**src/rtl/rsq_pkg.sv**
```systemverilog
package rsq_pkg;
    typedef enum logic [1:0] {
        ST_IDLE         = 2'd0,
        ST_ASSERT_HOLD  = 2'd1,
        ST_RELEASE_HOLD = 2'd2,
        ST_DONE         = 2'd3
    } rsq_state_t;

    localparam logic ADDR_CTRL = 1'b0;
    localparam logic ADDR_HOLD = 1'b1;
    localparam int   CTRL_REQ_BIT  = 0;
    localparam int   CTRL_DONE_BIT = 1;
endpackage

```
**src/rtl/rsq_prescaler.sv**
```systemverilog
module rsq_prescaler #(
    parameter int TICK_DIV = 25
) (
    input  logic clk,
    input  logic rst_n,
    input  logic restart,
    output logic tick
);
    localparam int PRE_W = $clog2(TICK_DIV + 1);
    localparam logic [PRE_W-1:0] LAST = PRE_W'(TICK_DIV - 1);

    logic [PRE_W-1:0] pre_q;

    assign tick = (pre_q == LAST);

    always_ff @(posedge clk or negedge rst_n) begin
        if (!rst_n) begin
            pre_q <= '0;
        end else if (restart || tick) begin
            pre_q <= '0;
        end else begin
            pre_q <= pre_q + 1'b1;
        end
    end
endmodule

```
**src/rtl/rsq_hold_timer.sv**
```systemverilog
module rsq_hold_timer #(
    parameter int HOLD_W = 8
) (
    input  logic              clk,
    input  logic              rst_n,
    input  logic              load,
    input  logic [HOLD_W-1:0] load_val,
    input  logic              tick,
    output logic              expired
);
    logic [HOLD_W-1:0] cnt_q;

    assign expired = (cnt_q == '0);

    always_ff @(posedge clk or negedge rst_n) begin
        if (!rst_n) begin
            cnt_q <= '0;
        end else if (load) begin
            cnt_q <= load_val;
        end else if (tick && !expired) begin
            cnt_q <= cnt_q - 1'b1;
        end
    end
endmodule

```
**src/rtl/rsq_fsm.sv**
```systemverilog
module rsq_fsm
    import rsq_pkg::*;
#(
    parameter int HOLD_W = 8
) (
    input  logic              clk,
    input  logic              rst_n,
    input  logic              req_wr,
    input  logic              done_flag,
    input  logic              expired,
    input  logic [HOLD_W-1:0] assert_hold,
    input  logic [HOLD_W-1:0] release_hold,
    output logic              load,
    output logic [HOLD_W-1:0] load_val,
    output logic              reset_out,
    output logic              clk_en_out,
    output logic              busy,
    output logic              set_done
);
    rsq_state_t state_q, state_d;

    always_ff @(posedge clk or negedge rst_n) begin
        if (!rst_n) begin
            state_q <= ST_IDLE;
        end else begin
            state_q <= state_d;
        end
    end

    always_comb begin
        state_d  = state_q;
        load     = 1'b0;
        load_val = assert_hold;
        unique case (state_q)
            ST_IDLE: begin
                if (req_wr && !done_flag) begin
                    state_d = ST_ASSERT_HOLD;
                    load    = 1'b1;
                end
            end
            ST_ASSERT_HOLD: begin
                if (expired) begin
                    state_d  = ST_RELEASE_HOLD;
                    load     = 1'b1;
                    load_val = release_hold;
                end
            end
            ST_RELEASE_HOLD: begin
                if (expired) begin
                    state_d = ST_DONE;
                end
            end
            ST_DONE: state_d = ST_IDLE;
            default: state_d = ST_IDLE;
        endcase
    end

    always_comb begin
        reset_out  = 1'b0;
        clk_en_out = 1'b1;
        busy       = 1'b1;
        set_done   = 1'b0;
        unique case (state_q)
            ST_IDLE:         busy = 1'b0;
            ST_ASSERT_HOLD: begin
                reset_out  = 1'b1;
                clk_en_out = 1'b0;
            end
            ST_RELEASE_HOLD: clk_en_out = 1'b0;
            ST_DONE:         set_done = 1'b1;
            default:         busy = 1'b0;
        endcase
    end
endmodule

```
**src/rtl/rst_seq_chan.sv**
```systemverilog
module rst_seq_chan
    import rsq_pkg::*;
#(
    parameter int TICK_DIV = 25,
    parameter int HOLD_W   = 8
) (
    input  logic                  clk,
    input  logic                  rst_n,
    input  logic                  wr_en,
    input  logic                  wr_addr,
    input  logic [2*HOLD_W-1:0]   wr_data,
    input  logic                  rd_addr,
    output logic [2*HOLD_W-1:0]   rd_data,
    output logic                  reset_out,
    output logic                  clk_en_out,
    output logic                  done_out
);
    localparam int DATA_W = 2 * HOLD_W;

    logic [DATA_W-1:0] hold_q;
    logic              done_q;
    logic              req_wr, clr_wr;
    logic              load, tick, expired, busy, set_done;
    logic [HOLD_W-1:0] load_val;

    assign req_wr = wr_en && (wr_addr == ADDR_CTRL) && wr_data[CTRL_REQ_BIT];
    assign clr_wr = wr_en && (wr_addr == ADDR_CTRL) && wr_data[CTRL_DONE_BIT];

    always_ff @(posedge clk or negedge rst_n) begin
        if (!rst_n) begin
            hold_q <= '0;
        end else if (wr_en && (wr_addr == ADDR_HOLD)) begin
            hold_q <= wr_data;
        end
    end

    always_ff @(posedge clk or negedge rst_n) begin
        if (!rst_n) begin
            done_q <= 1'b0;
        end else if (set_done) begin
            done_q <= 1'b1;
        end else if (clr_wr) begin
            done_q <= 1'b0;
        end
    end

    rsq_fsm #(.HOLD_W(HOLD_W)) u_fsm (
        .clk          (clk),
        .rst_n        (rst_n),
        .req_wr       (req_wr),
        .done_flag    (done_q),
        .expired      (expired),
        .assert_hold  (hold_q[HOLD_W-1:0]),
        .release_hold (hold_q[DATA_W-1:HOLD_W]),
        .load         (load),
        .load_val     (load_val),
        .reset_out    (reset_out),
        .clk_en_out   (clk_en_out),
        .busy         (busy),
        .set_done     (set_done)
    );

    rsq_prescaler #(.TICK_DIV(TICK_DIV)) u_pre (
        .clk     (clk),
        .rst_n   (rst_n),
        .restart (load),
        .tick    (tick)
    );

    rsq_hold_timer #(.HOLD_W(HOLD_W)) u_tmr (
        .clk      (clk),
        .rst_n    (rst_n),
        .load     (load),
        .load_val (load_val),
        .tick     (tick),
        .expired  (expired)
    );

    assign done_out = done_q;
    assign rd_data  = (rd_addr == ADDR_HOLD) ? hold_q : DATA_W'({done_q, busy});
endmodule

```
**config.mk**
```make
export PLATFORM = sky130hd
export DESIGN_NAME = rst_seq_chan
export DESIGN_NICKNAME = d
export VERILOG_FILES = /design/src/rtl/rsq_pkg.sv /design/src/rtl/rsq_prescaler.sv /design/src/rtl/rsq_hold_timer.sv /design/src/rtl/rsq_fsm.sv /design/src/rtl/rst_seq_chan.sv
export SDC_FILE = /design/constraint.sdc
export NUM_CORES = 1
export LEC_CHECK = 0
export ABC_CLOCK_PERIOD_IN_PS = 2140
export BUFFER_PORTS_ARGS = -buffer_cell sky130_fd_sc_hd__buf_4
export CORE_MARGIN = 8
export CORE_UTILIZATION = 45
export CTS_CLUSTER_DIAMETER = 200
export DETAILED_ROUTE_END_ITERATION = 10
export PLACE_DENSITY = 0.69
export SLEW_MARGIN = 20
export SYNTH_ARGS = -nofsm -noshare
export SYNTH_HDL_FRONTEND = slang
export SYNTH_SLANG_ARGS = --single-unit
export TNS_END_PERCENT = 10
```
**constraint.sdc**
```tcl
create_clock -name clk -period 2.14 [get_ports clk]
set_clock_uncertainty 0.1 [all_clocks]
set_input_delay 0.107 -clock clk [delete_from_list [all_inputs] [get_ports clk]]
set_output_delay 0.107 -clock clk [all_outputs]
set_load 0.02 [all_outputs]
```
==> results.txt <==
* Relative contribution of sequential cells to total power: 36.4%
- CTS built an H-tree with a depth of 2.
* Fin crit share: 94.0%
- Summing all multi-input logic gate instances after layout gives 0.00102 mm².
- Post-synthesis cell type with the largest combined area: dfrtp_1
- Number of ports placed on the die boundary: 40
* Via count of the first global-routing pass: 1,624
- Counting every instance in the synthesized netlist gives 166.
* Setup violations, final: 0
- Synthesis produced a netlist with a net count of 195.
- Count of flip-flops with a built-in enable after synthesis: 0
* Number of antenna cells inserted: 0
- The tree is rooted in a clkbuf_8.
* Number of sinks on the clock net: 32
- Total Wirelength: 4660 µm
- Part of the total power dissipated in combinational logic: 46.4%
* GRT Overall Usage: 15.2%
* Top flip-flop cell by instance count after synthesis: dfrtp_1
* Slew HR: 53.5%
- Number of DRC markers after the initial detailed-route iteration: 119
- For the final routed database, the setup TNS stands at 0 ps.
- The hold violation count in the final report is 0.
- Power dissipated by switching net loads: 1.03 mW
* FILL cells: 306
- The synthesized netlist occupies a cell area of 0.00188 mm².
* Total count of max-transition violations in the final report: 0
- Core footprint: 0.00400 mm²
* Die extent in y: 80.6 µm
* Run status: finished, final reports clean
- Detail-routed via count per cell: 5.56
- Post-CTS clock slew at the launch and capture registers of the worst setup and hold paths: 70 ps
- Static timing analysis puts the maximum clock frequency at 497 MHz.
- From synthesis to final layout, the design area changed by 33.7%.
* Number of buffers inserted during clock tree synthesis: 5
- Switching Share: 39.1%
* Post-route DRC violation count: 0
* Fraction of the core area covered by cells at the end of the flow: 62.8%
- The pre-antenna-repair detailed-routing pass consisted of 4 iterations.
- Clock latency on the worst-skew pair, taken at its later pin, is 280 ps.
- The congestion estimate from routability-driven global placement came to 0.879.
* Unrepaired setup endpoints after global routing: no
* Pint: 1.60 mW
* Wire length of the first global-routing pass: 7720 µm
- Hold/Removal Path Class: input pin to flop
- Across the run, the number of max-cap violations was 0.
- Share of the synthesized area in the top cell type: 42.6%
- Cells with a size suffix above 1 make up 36.2% of the layout.
- Data on the critical path is required at its endpoint by 2210 ps.
- Most frequently used cell type in the post-synthesis netlist: dfrtp_1
- Maximum clock path buffer count: 2
* Startpoint-to-endpoint class of the critical path: flop to flop
- Most frequent cells after synthesis: dfrtp_1 (32), mux2_2 (18), and2_1 (15), inv_1 (9)
- For the pin with the worst max-slew slack, the measured transition is 696 ps.
* Sum of overflow across all layers after global routing: 0
* Distinct cells, synth: 48
- Number of antenna violations at the first check in global routing: 0
- Of all nets on the critical path, the largest fanout is 5.
- The routed layout has 1,567 vias.
- Flop and latch count out of synthesis: 32
- For this configuration, the core starts out at a cell density of 47.0%.
- Number of nets with antenna violations after routing: 0
- Entering global routing, the biggest net connects 33 pins.
- Sequential share of the synthesized area: 42.6%
- By area the synthesized netlist is led by dfrtp_1 (43%), mux2_2 (11%), ha_1 (5.3%).
- Counting flops with an async set or reset pin after synthesis yields a share of 100%.
* Clock tree from TritonCTS: built
- The die covers 0.00650 mm².
- Number of nets in the final layout: 260
* Type of destination of the critical path: flop
* Post-Synthesis Mean Instance Area: 11.3 µm²
- Combined flip-flop and latch cell area: 801 µm²
- The worst path in the final design needs a cycle of 2010 ps, including I/O delays and setup.
- For this design the ratio of total power to cell area is 1050 mW/mm².
* Placement Rows: 23
* Worst setup SP type: flop
- Horiz. Die Dim: 80.6 µm
- In this run the static leakage power is 1.15 nW.
* Arrival time of the worst setup path: 2090 ps
* Half-perimeter wire length after detailed placement: 3420 µm
- In the final routed layout, each cell accounts on average for 16.5 µm.
* Maximum vdd ir drop: 0.579 mV
- Clock power share: 17.2%
- Number of warning messages in the yosys log: 0
- Buffers placed on the I/O ports in this run total 39.
worst max-delay path: stages, from the launching register on:
cell	delay, ps
dfrtp_1	410
inv_1	100
ha_1	190
or3b_2	520
o21a_4	250
nand2b_4	150
o22a_1	190
path summary, 6_finish.rpt:
check,from,endpoint,slack [ps],cells after the start
worst max-delay path,u_tmr.cnt_q[0],u_tmr.cnt_q[1],130,6
worst min-delay path,wr_addr,done_out,40,3
worst max register to register,u_tmr.cnt_q[0],u_tmr.cnt_q[1],130,6
worst min register to register,u_pre.pre_q[0],u_pre.pre_q[0],390,1
max in group asynchronous,rst_n,hold_q[10],1450,2
min in group asynchronous,rst_n,hold_q[13],200,2
metal layers:
layer / routed length (µm) / GRT usage (%) / up-vias
met2: 2320 / 25.2 / 48
met4: 37 / 4.00 / 0
met5: 0 / 0 / -
li1: - / - / 739
met1: 2020 / 18.1 / 776
met3: 292 / 5.58 / 4
layout make-up:
cell class                      instances  share of cell area, %
Multi-Input combinational cell        121                   40.6
Timing Repair Buffer                   62                   20.2
Tap cell                               50                   2.49
Sequential cell                        32                   31.9
Clock buffer                            5                   2.74
Clock inverter                          3                  0.747
Inverter                                9                   1.35
cell usage in the layout, fill, tap and decap left out, drive strengths merged, types with 3 or more instances in the layout:
cell type,Yosys,routed
nor3,5,5
and3,4,4
a21oi,4,4
a2bb2oi,3,3
nor2,9,9
clkinv,0,3
and2,15,15
o22ai,3,3
buf,1,45
xor2,3,3
inv,9,9
mux2,18,18
clkbuf,2,5
dlygate4sd3,0,17
a22oi,4,4
ha,8,8
nand3,5,5
nand2,4,4
dfrtp,32,32
o211ai,4,4
metrics by stage:
| stage | instance area, µm² | hold slack [ps] | instances | setup WS (ps) | power (mW) |
|---|---|---|---|---|---|
| 2_1_floorplan | 1880 | -289 | 166 | 59.4 | 1.75 |
| 3_3_place_gp | 2240 | -39.7 | 256 | 168 | 2.08 |
| 3_5_place_dp | 2240 | -32.8 | 256 | 69.3 | 2.13 |
| 4_1_cts | 2500 | 42.0 | 281 | 50.8 | 2.62 |
| 5_1_grt | 2510 | 67.2 | 282 | 35.1 | 2.83 |
| 6_report | 2510 | 43.4 | 282 | 128 | 2.63 |
power by group through the flow:
stage                     registers [mW]  logic [mW]  clock network, mW
after detailed placement           0.963        1.17                  0
after CTS                          0.953        1.20              0.468
final                              0.957        1.22              0.452
after floorplan                    0.923       0.829                  0
after global routing               0.983        1.34              0.503
after global placement             0.948        1.13                  0
what timing repair did:
item                       in CTS  in global routing
hold endpoints to repair       48                  0
setup endpoints to repair       0                  2
resized for setup               0                  1
hold buffers                   17                  0
buffers inserted                0                  1
sequential cells by signal, summed over array words and instances (netlist names):
name           cells
done_out           1
u_fsm.state_q      2
u_pre.pre_q        5
hold_q            16
u_tmr.cnt_q        8
cells by family (layout without fill, tap and decap cells):
kind of cell               after synthesis  count (layout)  synth area share [%]
adders and majority gates                8               8                  5.33
buffers and inverters                   13              79                  3.33
AOI/OAI and AO/OA                       32              32                  14.9
muxes                                   19              19                  11.3
xor gates and xnor gates                 5               5                  2.33
DFF                                     32              32                  42.6
and+or+nand+nor                         57              57                  20.2
Power figures use the tool's default switching activity.
